`src/rtl/pe_seq_pkg.sv`:
```
package pe_seq_pkg;

    typedef enum logic [1:0] {
        ST_IDLE   = 2'd0,
        ST_WERASE = 2'd1,
        ST_WRITE  = 2'd2,
        ST_BULK   = 2'd3
    } seq_state_t;

    typedef enum logic [1:0] {
        BK_NONE = 2'd0,
        BK_PROG = 2'd1,
        BK_DATA = 2'd2
    } bulk_kind_t;

endpackage

```
`src/rtl/pe_cycle_timer.sv`:
```
module pe_cycle_timer #(
    parameter int CNT_W = 8
) (
    input  logic             clk,
    input  logic             rst_n,
    input  logic             start,
    input  logic [CNT_W-1:0] len,
    output logic             done
);

    logic [CNT_W-1:0] cnt_q;

    always_ff @(posedge clk) begin
        if (!rst_n) begin
            cnt_q <= '0;
        end else if (start) begin
            cnt_q <= len - CNT_W'(1);
        end else if (cnt_q != '0) begin
            cnt_q <= cnt_q - CNT_W'(1);
        end
    end

    assign done = (cnt_q == '0);

    AST_TIMER_REST: assert property (@(posedge clk) disable iff (!rst_n)
        (!start && done) |=> done);

endmodule

```
`src/rtl/pe_protect_gate.sv`:
```
module pe_protect_gate #(
    parameter int WORD_W = 14,
    parameter int CP_LSB = 4
) (
    input  logic [WORD_W-1:0] cfg_word,
    input  logic              cfg_space,
    input  logic              space_data,
    input  logic [WORD_W-1:0] rd_raw,
    output logic              cp_on,
    output logic [WORD_W-1:0] rd_word,
    output logic              wr_allow,
    output logic              bulk_allow
);

    logic unused_cfg_low;
    logic user_prog;

    assign unused_cfg_low = ^cfg_word[CP_LSB-1:0];
    assign cp_on          = ~|cfg_word[WORD_W-1:CP_LSB];
    assign user_prog      = !space_data && !cfg_space;

    always_comb begin
        rd_word    = (cp_on && user_prog) ? '0 : rd_raw;
        wr_allow   = !cp_on || (!space_data && cfg_space);
        bulk_allow = !cp_on;
    end

    always_comb begin
        if (!cp_on) begin
            AST_UNPROT_READ_PASS: assert (rd_word == rd_raw);
        end
    end

endmodule

```
`src/rtl/pe_op_latch.sv`:
```
module pe_op_latch #(
    parameter int WORD_W  = 14,
    parameter int ADDR_W  = 14,
    parameter int DATA_W  = 8,
    parameter int DATA_AW = 6
) (
    input  logic              clk,
    input  logic              rst_n,
    input  logic              capture,
    input  logic [ADDR_W-1:0] addr,
    input  logic [WORD_W-1:0] word,
    input  logic              space_data,
    output logic [ADDR_W-1:0] op_addr,
    output logic [WORD_W-1:0] op_word,
    output logic              op_space
);

    logic [ADDR_W-1:0] addr_eff;
    logic [WORD_W-1:0] word_eff;

    generate
        if (DATA_AW < ADDR_W) begin : g_addr_trim
            assign addr_eff = space_data ? {{(ADDR_W-DATA_AW){1'b0}}, addr[DATA_AW-1:0]} : addr;
        end else begin : g_addr_full
            assign addr_eff = addr;
        end
        if (DATA_W < WORD_W) begin : g_word_trim
            assign word_eff = space_data ? {{(WORD_W-DATA_W){1'b0}}, word[DATA_W-1:0]} : word;
        end else begin : g_word_full
            assign word_eff = word;
        end
    endgenerate

    always_ff @(posedge clk) begin
        if (!rst_n) begin
            op_addr  <= '0;
            op_word  <= '0;
            op_space <= 1'b0;
        end else if (capture) begin
            op_addr  <= addr_eff;
            op_word  <= word_eff;
            op_space <= space_data;
        end
    end

endmodule

```
`src/rtl/pe_sequencer.sv`:
```
module pe_sequencer
    import pe_seq_pkg::*;
#(
    parameter int WORD_W       = 14,
    parameter int ADDR_W       = 14,
    parameter int DATA_W       = 8,
    parameter int DATA_AW      = 6,
    parameter int CP_LSB       = 4,
    parameter int ERASE_CYCLES = 100000,
    parameter int PROG_CYCLES  = 400000,
    parameter int BULK_CYCLES  = 500000
) (
    input  logic              clk,
    input  logic              rst_n,
    input  logic              ld_stb,
    input  logic [WORD_W-1:0] ld_word,
    input  logic [ADDR_W-1:0] addr,
    input  logic              space_data,
    input  logic              go_erase_prog,
    input  logic              go_prog_only,
    input  logic              bulk_prog_arm,
    input  logic              bulk_data_arm,
    input  logic [WORD_W-1:0] cfg_word,
    input  logic [WORD_W-1:0] rd_raw,
    output logic [WORD_W-1:0] rd_word,
    output logic              busy,
    output logic              erase_stb,
    output logic              write_stb,
    output logic              bulk_user_stb,
    output logic              bulk_cfg_stb,
    output logic              bulk_data_stb,
    output logic [ADDR_W-1:0] op_addr,
    output logic [WORD_W-1:0] op_word,
    output logic              op_space_data
);

    localparam int MAX_EP  = (ERASE_CYCLES > PROG_CYCLES) ? ERASE_CYCLES : PROG_CYCLES;
    localparam int MAX_LEN = (MAX_EP > BULK_CYCLES) ? MAX_EP : BULK_CYCLES;
    localparam int CNT_W   = $clog2(MAX_LEN + 1);
    localparam logic [CNT_W-1:0] LEN_ERASE = CNT_W'(ERASE_CYCLES);
    localparam logic [CNT_W-1:0] LEN_PROG  = CNT_W'(PROG_CYCLES);
    localparam logic [CNT_W-1:0] LEN_BULK  = CNT_W'(BULK_CYCLES);

    seq_state_t       state_q, state_d;
    bulk_kind_t       arm_q, op_kind_q;
    logic             loaded_q;
    logic             op_cfg_q;
    logic             op_cp_q;
    logic             go_any;
    logic             accept;
    logic             tmr_start;
    logic [CNT_W-1:0] tmr_len;
    logic             tmr_done;
    logic             cp_on;
    logic             wr_allow;
    logic             bulk_allow;

    pe_protect_gate #(
        .WORD_W (WORD_W),
        .CP_LSB (CP_LSB)
    ) u_gate (
        .cfg_word   (cfg_word),
        .cfg_space  (addr[ADDR_W-1]),
        .space_data (space_data),
        .rd_raw     (rd_raw),
        .cp_on      (cp_on),
        .rd_word    (rd_word),
        .wr_allow   (wr_allow),
        .bulk_allow (bulk_allow)
    );

    pe_op_latch #(
        .WORD_W  (WORD_W),
        .ADDR_W  (ADDR_W),
        .DATA_W  (DATA_W),
        .DATA_AW (DATA_AW)
    ) u_latch (
        .clk        (clk),
        .rst_n      (rst_n),
        .capture    (accept),
        .addr       (addr),
        .word       (ld_word),
        .space_data (space_data),
        .op_addr    (op_addr),
        .op_word    (op_word),
        .op_space   (op_space_data)
    );

    pe_cycle_timer #(
        .CNT_W (CNT_W)
    ) u_timer (
        .clk   (clk),
        .rst_n (rst_n),
        .start (tmr_start),
        .len   (tmr_len),
        .done  (tmr_done)
    );

    assign go_any = go_erase_prog || go_prog_only;
    assign accept = (state_q == ST_IDLE) && go_any && loaded_q;

    // next-state and timer launch
    always_comb begin
        state_d   = state_q;
        tmr_start = 1'b0;
        tmr_len   = LEN_PROG;
        unique case (state_q)
            ST_IDLE: begin
                if (accept) begin
                    if (arm_q != BK_NONE) begin
                        if (bulk_allow) begin
                            state_d   = ST_BULK;
                            tmr_start = 1'b1;
                            tmr_len   = LEN_BULK;
                        end
                    end else if (wr_allow) begin
                        tmr_start = 1'b1;
                        if (go_erase_prog) begin
                            state_d = ST_WERASE;
                            tmr_len = LEN_ERASE;
                        end else begin
                            state_d = ST_WRITE;
                            tmr_len = LEN_PROG;
                        end
                    end
                end
            end
            ST_WERASE: begin
                if (tmr_done) begin
                    state_d   = ST_WRITE;
                    tmr_start = 1'b1;
                    tmr_len   = LEN_PROG;
                end
            end
            ST_WRITE: begin
                if (tmr_done) begin
                    state_d = ST_IDLE;
                end
            end
            ST_BULK: begin
                if (tmr_done) begin
                    state_d = ST_IDLE;
                end
            end
            default: state_d = ST_IDLE;
        endcase
    end

    // state register
    always_ff @(posedge clk) begin
        if (!rst_n) begin
            state_q <= ST_IDLE;
        end else begin
            state_q <= state_d;
        end
    end

    // command bookkeeping: load flag, bulk arm, per-operation context
    always_ff @(posedge clk) begin
        if (!rst_n) begin
            loaded_q  <= 1'b0;
            arm_q     <= BK_NONE;
            op_kind_q <= BK_NONE;
            op_cfg_q  <= 1'b0;
            op_cp_q   <= 1'b0;
        end else begin
            if (ld_stb) begin
                loaded_q <= 1'b1;
            end else if (accept) begin
                loaded_q <= 1'b0;
            end
            if (bulk_prog_arm) begin
                arm_q <= BK_PROG;
            end else if (bulk_data_arm) begin
                arm_q <= BK_DATA;
            end else if (accept) begin
                arm_q <= BK_NONE;
            end
            if (accept) begin
                op_kind_q <= arm_q;
                op_cfg_q  <= addr[ADDR_W-1] && !space_data;
                op_cp_q   <= cp_on;
            end
        end
    end

    // outputs
    always_comb begin
        busy          = (state_q != ST_IDLE);
        erase_stb     = (state_q == ST_WERASE) && tmr_done;
        write_stb     = (state_q == ST_WRITE) && tmr_done;
        bulk_user_stb = (state_q == ST_BULK) && tmr_done && (op_kind_q == BK_PROG);
        bulk_cfg_stb  = bulk_user_stb && op_cfg_q;
        bulk_data_stb = (state_q == ST_BULK) && tmr_done && (op_kind_q == BK_DATA);
    end

    AST_STROBE_EXCLUSIVE: assert property (@(posedge clk) disable iff (!rst_n)
        $onehot0({erase_stb, write_stb, bulk_user_stb, bulk_data_stb}));
    AST_ERASE_THEN_WRITE: assert property (@(posedge clk) disable iff (!rst_n)
        erase_stb |=> (busy && !write_stb));
    AST_BEGIN_NEEDS_LOAD: assert property (@(posedge clk) disable iff (!rst_n)
        (!busy && go_any && !loaded_q) |=> !busy);
    AST_BUSY_DROPS_BEGIN: assert property (@(posedge clk) disable iff (!rst_n)
        (busy && !write_stb && !bulk_user_stb && !bulk_data_stb && go_any) |=> $stable(op_addr));
    AST_CP_WRITE_CFG_ONLY: assert property (@(posedge clk) disable iff (!rst_n)
        (write_stb && op_cp_q) |-> (!op_space_data && op_addr[ADDR_W-1]));
    AST_BULK_CFG_WITH_USER: assert property (@(posedge clk) disable iff (!rst_n)
        bulk_cfg_stb |-> bulk_user_stb);
    AST_OP_HELD: assert property (@(posedge clk) disable iff (!rst_n)
        (busy && $past(busy)) |-> ($stable(op_addr) && $stable(op_word)));

endmodule

```
`config.mk`:
```
export PLATFORM = sky130hd
export DESIGN_NAME = pe_sequencer
export DESIGN_NICKNAME = d
export VERILOG_FILES = /design/src/rtl/pe_seq_pkg.sv /design/src/rtl/pe_cycle_timer.sv /design/src/rtl/pe_protect_gate.sv /design/src/rtl/pe_op_latch.sv /design/src/rtl/pe_sequencer.sv
export SDC_FILE = /design/constraint.sdc
export NUM_CORES = 1
export LEC_CHECK = 0
export ABC_AREA = 1
export BUFFER_PORTS_ARGS = -buffer_cell sky130_fd_sc_hd__buf_2
export CELL_PAD_IN_SITES_DETAIL_PLACEMENT = 0
export CELL_PAD_IN_SITES_GLOBAL_PLACEMENT = 1
export CORE_UTILIZATION = 36
export CTS_CLUSTER_DIAMETER = 60
export DETAILED_ROUTE_END_ITERATION = 10
export PLACE_DENSITY_LB_ADDON = 0.1
export SLEW_MARGIN = 0
export SYNTH_ARGS = -nofsm -noshare
export SYNTH_HDL_FRONTEND = slang
export SYNTH_SLANG_ARGS = --single-unit
```
`constraint.sdc`:
```
create_clock -name clk -period 4.05 [get_ports clk]
set_input_delay 0.81 -clock clk [delete_from_list [all_inputs] [get_ports clk]]
set_output_delay 0.81 -clock clk [all_outputs]
set_load 0.01 [all_outputs]
```
# Yosys cells after proc, flatten, opt, wreduce, memory -nomap -nowiden
# Cells that the tools add are included.
totals:
  in_bits: 64
  register_bits: 56
classes:
  muxes: 30
  n_bitwise: 1
  add_sub_neg: 2
  n_eq_ne: 10
  reduce_logical: 29
op_table:
  columns: ["cell", "count"]
  rows:
  - ["19-bit 2-to-1 mux", 7]
  - ["14-bit 2-to-1 mux", 3]
  - ["19-bit by 1-bit subtractor with 19-bit output, second input constant", 2]
  - ["19-bit zero test", 1]
  - ["19-bit nonzero test", 1]
  - ["2-bit 2-to-1 mux", 9]
  - ["17-bit 2-to-1 mux", 1]
  - ["1-bit logical AND", 11]
  - ["2-bit nonzero test", 5]
  - ["10-bit OR reduction", 1]
  - ["1-bit 2-to-1 mux", 8]
  - ["2-bit equality test, second input constant", 3]
  - ["2-bit case mux with 3 select lines", 1]
  - ["5-bit AND reduction", 1]
  - ["2-bit by 1-bit equality test with 1-bit output, second input constant", 2]
  - ["2-bit != test, second input constant", 2]
  - ["2-bit OR reduction", 2]
  - ["1-bit zero test", 3]
  - ["3-bit by 1-bit != test with 1-bit output, second input constant", 1]
  - ["3-bit != test, second input constant", 1]
  - ["3-bit nonzero test", 1]
  - ["2-bit zero test", 1]
  - ["1-bit logical OR", 2]
  - ["2-bit by 1-bit != test with 1-bit output, second input constant", 1]
  - ["2 further kinds", 2]

# Longest topological paths before layout
# Gate-level depths: netlist of run 1.
depth:
  word_depth: 9
  ltp_mapped: 18
  ltp_nobuf: 17

# Hierarchy
# A second synthesis of run 1 with hierarchy kept.
hier_totals:
  cells_unflattened: 503
  area_unflattened_um2: 3316.9
by_module_without_submodules:
  columns: ["mod", "instances", "seq_area_each_um2", "area_per_inst_um2", "cells_per_inst"]
  rows:
  - ["pe_cycle_timer", 1, 380.4, 1582.8, 256]
  - ["pe_op_latch", 1, 580.6, 1034.7, 128]
  - ["pe_sequencer", 1, 160.2, 514.2, 76]
  - ["pe_protect_gate", 1, 0.0, 185.2, 43]

# Least setup slack after synthesis of run 1
# OpenSTA, ideal clock, no wires.
synth_timing:
  kind: "in2reg"
  start: "input cfg_word[9]"
  end: "register u_timer.cnt_q[10]"
  path_slack_ps: 1548
  path_stages: 18
  path_buffers: 1
  required_ps: 3922
  t_arrival_ps: 2374
  cell_sequence: "nor2_1 > nand3_1 > nor2_2 > nor2_2 > nor2_4 > nand2_2 > buf_6 > nor2_1 > inv_1 > ha_1 > nand2_1 > nor2_1 > nand2_2 > nor2_4 > nand2_1 > nand2_1 > nor2_1 > nor2_1"
synth_between:
  elab_chain_cells: 8
  word_cells_on_any_way: 15
  cone_classes: "add/sub: 1; mux: 11; reduce/logical: 3"
synth_rtl:
  columns: ["element", "line", "rtl"]
  rows:
  - ["start: declaration", "pe_sequencer.sv:23", "input logic [WORD_W-1:0] cfg_word,"]
  - ["10-bit OR reduction (*)", "pe_protect_gate.sv:19", "assign cp_on = ~|cfg_word[WORD_W-1:CP_LSB];"]
  - ["1-bit logical OR", "pe_protect_gate.sv:24", "wr_allow = !cp_on || (!space_data && cfg_space);"]
  - ["19-bit 2-to-1 mux", "pe_sequencer.sv:116", "end else if (wr_allow) begin"]
  - ["19-bit 2-to-1 mux", "pe_sequencer.sv:110", "if (arm_q != BK_NONE) begin"]
  - ["19-bit 2-to-1 mux", "pe_sequencer.sv:109", "if (accept) begin"]
  - ["19-bit 2-to-1 mux", null, null]
  - ["19-bit by 1-bit subtractor with 19-bit output", "pe_cycle_timer.sv:17", "cnt_q <= len - CNT_W'(1);"]
  - ["19-bit 2-to-1 mux", "pe_cycle_timer.sv:16", "end else if (start) begin"]
  - ["end signal: assignment", "pe_cycle_timer.sv:17", null]
  - ["end signal: assignment", "pe_cycle_timer.sv:19", "cnt_q <= cnt_q - CNT_W'(1);"]
  - ["end: declaration", "pe_cycle_timer.sv:11", "logic [CNT_W-1:0] cnt_q;"]
# Every way passes the cells marked *; elsewhere a longest branch is shown, timed or not.
# A chain may end at the register's enable or synchronous reset.

# Worst setup path in the final report of run 1
layout_timing:
  start: "input cfg_word[5]"
  end: "register u_timer.cnt_q[10]"
# The elaborated chain is that of the path after synthesis.

==> flow_summary_export.csv, run 1 <==
group,metric,value,unit
run_status,status,"complete, no violations",
synth,synthTopCellsByArea,"dfxtp_1 39%, nand2_1 13%, nor2_1 7.8%",
synth,synthTopCellsByCount,"96 x nand2_1, 59 x nor2_1, 55 x dfxtp_1, 47 x inv_1, 28 x a21oi_1",
die,coreArea,0.00769,sq mm
place,dp_hpwl,5.23,mm
timing,tightest_slew,0.960,ns
timing,fin_crit,2.93,ns
die,ios,113,
synth,synthAdderAreaFrac,0.00441,
critical_path,rr_worst_depth,15,
routing,via_per_inst,4.66,
synth,synth-seq-cells,55,
critical_path,crit_fanout,12,
timing,max_freq,341,MHz
critical_path,crit_required,4.25,ns
finish,layout-drive-gt1-share,0.289,
critical_path,startpoint,"cfg_word[5]",
timing,setup_viol,0,
timing,finalSetupTns,0,ns
critical_path,cp.arrival,3.13,ns
synth,yosys.area_share.simple,0.367,
routing,postRouteAntennaNets,0,
timing,maxSlewViolCount,0,
power_and_ir_drop,leakagePower,1.81,nW
timing,min_period_over_period,0.724,
synth,synth_edf_count,0,
critical_path,crit_chain,"buf_2, nor2_1, nand3_1, nor2_2, nor2_2, nor2_4, nand2_2, inv_1, nand2_1, ha_1, nand2_1, nor2_1, nand2_2, nor2_4, nand2_1, nand2_1, nor2_1, nor2_1",
routing,wl_per_cell,11.8,microns
global_routing,grt_pass1_vias,2510,
clock_network,clockRootBuffer,"clkbuf_8",
clock_network,cts-buffers-inserted,5,
clock_network,h-tree-depth,2,
clock_network,cts_sinks,55,
place,dp_slack,0.775,ns
clock_network,clock_path_buffers,2,
synth,postSynthCellCount,400,
synth,synth.yosys.seq_area_share,0.388,
critical_path,path_class,"input pin to flop",
power_and_ir_drop,ir_drop,0.181,mV
die,start_util,0.369,
critical_path,critPathCaptureType,"flop",
clock_network,hold_buffers,0,
synth,synth_most_common_cell,"nand2_1",
synth,yosysTopAreaCell,"dfxtp_1",
critical_path,crit_family,"simple AND/OR/NAND/NOR gates",
clock_network,clk_latency,0.32,ns
die,die_w,90.8,microns
clock_network,ctsResizeCount,0,
timing,setup_ws,1.12,ns
timing,finalHoldViolCount,0,
synth,synth_area,0.00284,sq mm
clock_network,cts_tree,"yes",
die,die-height,90.8,microns
clock_network,clkSlewWorstSetupHoldPaths,0.11,ns
run,max_cap_viol_count,0,
critical_path,slowest_delay,0.28,ns
place,place_congestion,0.833,
synth,synth_cell_types,34,
die,fp-row-count,32,
synth,synth_top_area_frac,0.388,
synth,syn_avg_cell_area,7.10,sq um
global_routing,grt_overflow,0,
finish,fin_nets,566,
routing,first_iter_violations,128,
critical_path,cp.depth,18,
synth,synth-compound-area-share,0.112,
synth,ys_async_sr_fraction,0,
die,dieArea,0.00825,sq mm
routing,routed_wirelength,7.15,mm
finish,final_cells,604,
place,numPortBuffers,108,
global_routing,grt_usage,0.179,
worst_hold_path,hold_class,"flop to flop",
critical_path,rr_startpoint,"u_timer.cnt_q[8]",
synth,synth-xor-area-share,0.0123,
critical_path,regToRegSetupSlack,1.35,ns
finish,n_antenna_cell,0,
clock_network,post-cts-setup-buffers,0,
routing,dr.pass1.iters,6,
routing,drc,0,
global_routing,grt_pass1_wl,11.8,mm
timing,relSlewSlack,0.358,
synth,ys_warn_count,0,
power_and_ir_drop,p_per_area,496,mW/mm^2
synth,synth.area.mux_share,0,
critical_path,cp_num_buf_inv,2,
synth,yosys_most_used_dff,"dfxtp_1",
place,placed_cells,596,
timing,rsz0062_at_grt,"false",
critical_path,crit_path_start_kind,"input pin",
global_routing,antenna_found_initial,0,
critical_path,crit_path_end,"u_timer.cnt_q[10]",
critical_path,critical_path.slowest_cell,"nor2_4",
global_routing,grt_max_degree,38,
timing,finClkSkew,0.0101,ns
synth,synth_top_family_by_area,"simple AND/OR/NAND/NOR gates",
finish,area_growth,23.3,%
synth,synth_fp_nets,465,
routing,dr_total_vias,2815,
critical_path,r2r_end,"u_timer.cnt_q[18]",
## stage by stage
stage                     utilization  hold WS [ns]  instance area (sq um)  power, W
final                           0.455         0.467                   3500   0.00174
after global routing            0.455         0.493                   3500   0.00187
after floorplan                     -         0.444                   2840   0.00121
after detailed placement        0.440         0.448                   3380   0.00137
after CTS                       0.455         0.470                   3500   0.00175
after global placement          0.440         0.445                   3380   0.00137
## cells in the final DEF, fill, tap and decap left out, types with 3 or more instances in the layout
cell / synthesis / layout
a21oi_1: 28 / 28
a22oi_1: 12 / 12
buf_2: 0 / 108
clkbuf_8: 3 / 5
dfxtp_1: 55 / 55
inv_1: 47 / 47
nand2_1: 96 / 96
nand2_2: 6 / 6
nand3_1: 25 / 25
nand3b_1: 3 / 3
nand4_1: 6 / 6
nor2_1: 59 / 59
nor2_2: 6 / 6
nor2_4: 6 / 6
nor3_1: 5 / 5
o21ai_0: 7 / 7
## flip-flops by register name (all words and copies together) (netlist names)
register	cells
u_latch.op_addr	13
loaded_q	1
op_cfg_q	1
state_q	2
op_kind_q	2
u_timer.cnt_q	19
u_latch.op_word	14
u_latch.op_space	1
arm_q	2
## metal layers
| metal | vias to the layer above | global-route usage | routed length (microns) |
|---|---|---|---|
| met3 | 8 | 0.0396 | 355 |
| li1 | 1480 | - | - |
| met2 | 77 | 0.309 | 3340 |
| met4 | 0 | 0.0529 | 89 |
| met5 | - | 0 | 0 |
| met1 | 1250 | 0.220 | 3360 |
## where the power goes
group          internal (W)  total [W]  switching (W)
logic              0.000240   0.000676       0.000436
clock network      0.000188   0.000384       0.000196
registers          0.000625   0.000677      0.0000524
total               0.00105    0.00174       0.000684
## final cells by class
| type | count | area, sq um |
|---|---|---|
| clock buffers | 5 | 68.8 |
| clock inverters | 3 | 47.5 |
| multi-input cells | 280 | 1410 |
| inverters | 49 | 191 |
| fillers | 831 | 4190 |
| repair buffers | 110 | 556 |
| well taps | 102 | 128 |
| flip-flops and latches | 55 | 1100 |
## worst min-delay path by stage
stage                              startpoint  slack (ns)                   to  depth (start not counted)
final                      u_latch.op_word[1]        0.47   u_latch.op_word[1]                          2
after global routing         u_latch.op_space        0.49     u_latch.op_space                          1
after global placement       u_latch.op_space        0.44     u_latch.op_space                          1
after floorplan                  op_kind_q[0]        0.44         op_kind_q[0]                          2
after CTS                 u_latch.op_word[13]        0.47  u_latch.op_word[13]                          2
after detailed placement     u_latch.op_space        0.45     u_latch.op_space                          1
## worst register-to-register path, cell delays in order (launching register included)
cell and delay (ns):
dfxtp_1 0.37, nor2_1 0.09, nand2_1 0.08, nor2_1 0.23, nand4_4 0.27, nand2_2 0.30
inv_1 0.20, nand2_1 0.14, ha_1 0.17, nand2_1 0.10, nor2_1 0.13, nand2_2 0.13
nor2_4 0.16, nand3_1 0.09, nand2_1 0.06, a21oi_1 0.06
## cells by family (layout without fill, tap and decap cells)
logic type               Yosys count  after routing
AO/OA/AOI/OAI                     55             55
buffers and inverters             65            167
AND/OR/NAND/NOR                  220            220
XOR/XNOR                           4              4
flip-flops                        55             55
adder cells (fa/ha/maj)            1              1
Power figures use the tool's default switching activity.
==> run 2, diff against run 1 <==
--- a/config.mk
+++ b/config.mk
@@ -5,11 +5,11 @@
 export SDC_FILE = /design/constraint.sdc
 export NUM_CORES = 1
 export LEC_CHECK = 0
-export ABC_AREA = 1
+export ABC_AREA = 0
 export BUFFER_PORTS_ARGS = -buffer_cell sky130_fd_sc_hd__buf_2
 export CELL_PAD_IN_SITES_DETAIL_PLACEMENT = 0
 export CELL_PAD_IN_SITES_GLOBAL_PLACEMENT = 1
-export CORE_UTILIZATION = 36
+export CORE_UTILIZATION = 30
 export CTS_CLUSTER_DIAMETER = 60
 export DETAILED_ROUTE_END_ITERATION = 10
 export PLACE_DENSITY_LB_ADDON = 0.1
==> constraint.sdc (replaced) <==
create_clock -name clk -period 2.4 [get_ports clk]
set_input_delay 0.48 -clock clk [delete_from_list [all_inputs] [get_ports clk]]
set_output_delay 0.48 -clock clk [all_outputs]
set_load 0.01 [all_outputs]
==> flow_summary_export.csv, run 2 <==
group,metric,value,unit
run_status,status,"finished with violations",
run_status,violations,"negative setup slack",
critical_path,crit_required,1.92,ns
global_routing,antenna_found_initial,0,
routing,wl_per_cell,13.9,microns
clock_network,hold_buffers,0,
critical_path,rr_worst_depth,11,
global_routing,grt_pass1_wl,13.2,mm
finish,largest_register_ffs,19,
routing,dr.pass1.iters,5,
timing,setup_ws,-0.366,ns
clock_network,cts-buffers-inserted,5,
clock_network,cts_tree,"yes",
die,start_util,0.308,
finish,area_growth,47.0,%
finish,largest-register,"u_timer.cnt_q",
critical_path,path_class,"flop to output pin",
synth,synth_most_common_cell,"nand2_1",
power_and_ir_drop,p_per_area,862,mW/mm^2
timing,relSlewSlack,0.610,
clock_network,clockRootBuffer,"clkbuf_8",
critical_path,critPathCaptureType,"output pin",
timing,max_freq,362,MHz
finish,fill_cells,872,
timing,finClkSkew,0.00411,ns
synth,synth_top_area_frac,0.409,
global_routing,grt_max_degree,39,
worst_hold_path,hold_class,"input pin to flop",
timing,tightest_slew,0.583,ns
timing,min_period_over_period,1.15,
clock_network,clock_path_buffers,2,
routing,first_iter_violations,84,
critical_path,rr_startpoint,"u_timer.cnt_q[15]",
synth,synth_edf_count,0,
timing,finalHoldViolCount,0,
critical_path,crit_path_start_kind,"flop",
timing,rsz0062_at_grt,"true",
synth,ys_warn_count,0,
synth,synth-seq-cells,55,
power_and_ir_drop,ir_drop,0.776,mV
finish,final_cell_mix,"106 x buf_2, 62 x nand2_1, 50 x dfxtp_1, 36 x buf_4, 30 x a21boi_0",
finish,fin_nets,531,
synth,synth_cell_types,48,
timing,setup_viol,12,
synth,synthTopCellsByArea,"dfxtp_1 41%, nand2_1 9.1%, a21boi_0 8.4%",
timing,fin_crit,2.77,ns
routing,dr_total_vias,2779,
critical_path,crit_fanout,2,
clock_network,h-tree-depth,2,
critical_path,regToRegSetupSlack,-0.22,ns
critical_path,cp.arrival,2.29,ns
timing,finalSetupTns,-2.25,ns
synth,syn_avg_cell_area,8.20,sq um
die,die_w,96.7,microns
synth,yosys_most_used_dff,"dfxtp_1",
synth,yosysTopAreaCell,"dfxtp_1",
finish,layout-drive-gt1-share,0.430,
routing,postRouteAntennaNets,0,
global_routing,grt_overflow,0,
synth,synth.yosys.seq_area_share,0.409,
die,dieArea,0.00935,sq mm
critical_path,crit_path_end,"bulk_data_stb",
clock_network,cts_sinks,55,
run,max_cap_viol_count,0,
routing,routed_wirelength,7.99,mm
die,die-height,96.7,microns
place,place_congestion,0.777,
clock_network,clkSlewWorstSetupHoldPaths,0.11,ns
finish,n_antenna_cell,0,
critical_path,startpoint,"u_timer.cnt_q[8]",
place,numPortBuffers,108,
global_routing,grt_usage,0.172,
synth,synth_area,0.00269,sq mm
place,dp_hpwl,5.70,mm
synth,ys_async_sr_fraction,0,
power_and_ir_drop,leakagePower,1.68,nW
die,fp-row-count,34,
finish,largestRegisters,"u_timer.cnt_q x19, u_latch.op_word x14, u_latch.op_addr x13",
place,dp_slack,-0.133,ns
critical_path,r2r_end,"u_timer.cnt_q[16]",
clock_network,clk_latency,0.31,ns
synth,postSynthCellCount,328,
die,coreArea,0.00872,sq mm
finish,final_common_cell,"buf_2",
global_routing,grt_pass1_vias,2659,
synth,synthTopCellsByCount,"65 x nand2_1, 55 x dfxtp_1, 30 x a21boi_0, 19 x nor2_1",
routing,via_per_inst,4.83,
timing,maxSlewViolCount,0,
die,ios,113,
routing,drc,0,
synth,synth_fp_nets,393,
-- run 2: changes by cell type in the layout (fill, tap and decap cells not counted), sizes merged, moves of 11 or more --
cell | previous run | this run
a21boi | 0 | 30
a21oi | 28 | 16
a22oi | 12 | 0
and2 | 1 | 15
buf | 110 | 152
inv | 50 | 5
nand2 | 102 | 65
nand3 | 29 | 9
nand3b | 3 | 14
nor2 | 71 | 19
-- run 2: metrics by stage --
stage                     total power, W   util  instance area [sq um]  instances  hold slack [ns]
after detailed placement         0.00266  0.420                   3660        560            0.449
after global routing             0.00365  0.454                   3960        575            0.314
after floorplan                  0.00214      -                   2830        328            0.451
after CTS                        0.00332  0.440                   3840        574            0.328
after global placement           0.00264  0.420                   3660        560            0.440
final                            0.00341  0.454                   3960        575            0.338
-- run 2: worst min path at each step --
stage | startpoint | endpoint | slack, ns | cells past startpoint
floorplan | op_kind_q[0] | op_kind_q[0] | 0.45 | 2
global placement | u_latch.op_addr[0] | u_latch.op_addr[0] | 0.44 | 2
detailed placement | u_latch.op_addr[2] | u_latch.op_addr[2] | 0.45 | 2
CTS | bulk_prog_arm | arm_q[1] | 0.33 | 2
global route | bulk_prog_arm | arm_q[1] | 0.31 | 2
finish | bulk_prog_arm | arm_q[1] | 0.34 | 2
-- run 2: kinds of logic (layout without fill, tap and decap cells) --
logic type                 count (synthesis)  count (layout)  share of synthesized area
and+or+nand+nor                          160             160                      0.304
muxes                                      2               2                    0.00744
adders and majority gates                  1               1                    0.00465
DFF                                       55              55                      0.409
AOI/OAI and AO/OA                         79              79                      0.213
buffers and inverters                     25             164                     0.0428
xor gates and xnor gates                   6               6                     0.0195
-- run 2: worst max-delay path, cell delays in order (launching register included) --
cell and delay, ns:
dfxtp_2 0.34, or4_4 0.55, nor4_4 0.26, and4_4 0.29, nand3_4 0.08, buf_4 0.14, nor3b_2 0.16, buf_2 0.16
-- run 2: area by class of cell --
cell class	instances	area, sq um	area share
Clock buffer	5	68.8	0.0174
Clock inverter	3	23.8	0.00601
Inverter	4	15.0	0.00380
Multi-Input combinational cell	248	1680	0.425
Sequential cell	55	1110	0.280
Tap cell	108	135	0.0342
Timing Repair Buffer	152	922	0.233
-- run 2: what timing repair did --
| action | CTS | global route |
|---|---|---|
| gates resized for setup | 8 | 26 |
| pin swaps | 12 | 17 |
| endpoints found under the setup margin | 16 | 29 |
| setup buffers | 6 | 4 |
-- run 2: power by group --
part           switching (W)  total [W]  internal [W]
registers           0.000161    0.00123       0.00107
logic               0.000786    0.00164      0.000850
clock network       0.000331   0.000543      0.000212
total                0.00128    0.00341       0.00213
-- run 2: per-layer routing --
layer  vias to the layer above  global-route usage  wire [microns]
met5                         -                   0               0
met4                         0              0.0471             116
met3                        11              0.0412             303
met2                        62               0.290            3810
met1                      1283               0.217            3750
li1                       1423                   -               -
==> run 3, diff against run 2 <==
--- a/config.mk
+++ b/config.mk
@@ -9,11 +9,12 @@
 export BUFFER_PORTS_ARGS = -buffer_cell sky130_fd_sc_hd__buf_2
 export CELL_PAD_IN_SITES_DETAIL_PLACEMENT = 0
 export CELL_PAD_IN_SITES_GLOBAL_PLACEMENT = 1
-export CORE_UTILIZATION = 30
+export CORE_UTILIZATION = 33
 export CTS_CLUSTER_DIAMETER = 60
 export DETAILED_ROUTE_END_ITERATION = 10
 export PLACE_DENSITY_LB_ADDON = 0.1
 export SLEW_MARGIN = 0
 export SYNTH_ARGS = -nofsm -noshare
 export SYNTH_HDL_FRONTEND = slang
+export SYNTH_HIERARCHICAL = 1
 export SYNTH_SLANG_ARGS = --single-unit
==> flow_summary_export.csv, run 3 <==
group,metric,value,unit
routing,postRouteAntennaNets,0,
critical_path,slowest_delay,0.52,ns
timing,setup_ws,-0.551,ns
run_status,status,"finished with violations",
critical_path,crit_path_start_kind,"flop",
clock_network,hold_buffers,0,
routing,dr.pass1.iters,4,
power_and_ir_drop,power.total,0.00427,W
critical_path,crit_family,"simple AND/OR/NAND/NOR gates",
timing,relSlewSlack,0.629,
synth,synth_area,0.00325,sq mm
die,die-height,101,microns
finish,fin_area,0.00483,sq mm
clock_network,h-tree-depth,2,
finish,largestRegisters,"u_timer/cnt_q x19, u_latch/op_addr x14, u_latch/op_word x14",
clock_network,clk_latency,0.31,ns
finish,largest-register,"u_timer/cnt_q",
critical_path,critical_path.slowest_cell,"or4b_4",
synth,postSynthCellCount,355,
routing,routed_wirelength,8.73,mm
die,coreArea,0.00937,sq mm
clock_network,clock_path_buffers,2,
global_routing,grt_max_degree,35,
place,dp_slack,-0.722,ns
place,place_congestion,0.762,
timing,rsz0062_at_grt,"true",
critical_path,crit_fanout,5,
finish,n_antenna_cell,0,
critical_path,cp.arrival,3.17,ns
critical_path,crit_chain,"nor4_2, nand4_1, nor3_4, inv_2, nor3_4, nand2b_4, or4b_4, o31ai_4, and3_4, and3_4, nor3_2",
global_routing,antenna_found_initial,0,
routing,dr_total_vias,3160,
finish,final_common_cell,"buf_2",
die,ios,113,
finish,largest_register_ffs,19,
finish,layout-drive-gt1-share,0.474,
power_and_ir_drop,ir_drop,0.524,mV
global_routing,grt_overflow,0,
place,numPortBuffers,108,
die,dieArea,0.0103,sq mm
worst_hold_path,hold_class,"input pin to flop",
timing,finalHoldViolCount,0,
critical_path,critPathCaptureType,"flop",
run_status,violations,"negative setup slack",
critical_path,crit_required,2.62,ns
finish,final_cell_mix,"107 x buf_2, 71 x buf_4, 53 x dfxtp_1, 23 x nand2_1, 23 x mux2i_1",
routing,via_per_inst,4.67,
power_and_ir_drop,p_per_area,884,mW/mm^2
run,max_cap_viol_count,0,
finish,fin_nets,612,
critical_path,path_class,"flop to flop",
place,dp_hpwl,6.32,mm
die,fp-row-count,35,
clock_network,cts_tree,"yes",
global_routing,grt_pass1_wl,13.9,mm
timing,max_freq,339,MHz
finish,post-route-util,0.516,
timing,maxSlewViolCount,0,
clock_network,cts-buffers-inserted,5,
finish,area_growth,48.6,%
clock_network,cts_sinks,56,
timing,fin_crit,2.95,ns
clock_network,clkSlewWorstSetupHoldPaths,0.11,ns
global_routing,grt_usage,0.171,
place,place_area,0.00446,sq mm
power_and_ir_drop,leakagePower,2.14,nW
timing,min_period_over_period,1.23,
die,die_w,101,microns
global_routing,grt_pass1_vias,2928,
synth,ys_warn_count,6,
synth,syn_avg_cell_area,9.16,sq um
finish,final_cells,677,
critical_path,cp_num_buf_inv,1,
routing,drc,0,
routing,first_iter_violations,90,
timing,tightest_slew,0.556,ns
timing,finClkSkew,0.00795,ns
routing,wl_per_cell,12.9,microns
die,start_util,0.347,
clock_network,clockRootBuffer,"clkbuf_8",
timing,setup_viol,23,
place,placed_cells,658,
[run 3: timing repair]
item | CTS | global route
gates cloned | 1 | 1
gates resized for setup | 26 | 14
hold endpoints to repair | 0 | 0
buffers inserted | 8 | 4
setup endpoints to repair | 24 | 24
pin swaps | 21 | 16
[run 3: path summary, 6_finish.rpt]
check | startpoint | depth (start not counted) | end | slack, ns
setup / recovery | u_timer/cnt_q[14] | 11 | u_timer/cnt_q[15] | -0.55
hold / removal | bulk_prog_arm | 2 | arm_q[1] | 0.34
setup reg to reg | u_timer/cnt_q[14] | 11 | u_timer/cnt_q[15] | -0.55
hold reg to reg | op_cfg_q | 2 | op_cfg_q | 0.45
[run 3: worst register-to-register path, cell delays in order (launching register included)]
cell and delay (ns):
dfxtp_2 0.34, nor4_2 0.26, nand4_1 0.24, nor3_4 0.28, inv_2 0.07, nor3_4 0.13, nand2b_4 0.19, or4b_4 0.52
o31ai_4 0.30, and3_4 0.30, and3_4 0.20, nor3_2 0.04
[run 3: where the power goes]
part	internal, W	switching (W)
sequential	0.00109	0.000104
clock	0.000214	0.000346
combinational	0.00131	0.00121
total	0.00262	0.00166
[run 3: metal layers]
layer | track usage | up-vias | wire (microns)
li1 | - | 1635 | -
met1 | 0.219 | 1446 | 4200
met2 | 0.297 | 73 | 4130
met3 | 0.0290 | 6 | 324
met4 | 0.0424 | 0 | 72
met5 | 0 | - | 0
[run 3: layout make-up]
type	count	area, sq um
clock buffer	5	68.8
clock inverter	3	25.0
fill	947	4540
inverter	23	86.3
multi-input combinational	274	2170
sequential	56	1120
tap	129	161
timing repair buffer	187	1190
[run 3: metrics by stage]
| stage | hold slack [ns] | setup TNS (ns) |
|---|---|---|
| after floorplan | 0.426 | -13.45 |
| final | 0.339 | -8.64 |
| after CTS | 0.330 | -9.57 |
| after global routing | 0.315 | -11.74 |
| after global placement | 0.435 | -10.93 |
| after detailed placement | 0.439 | -11.74 |
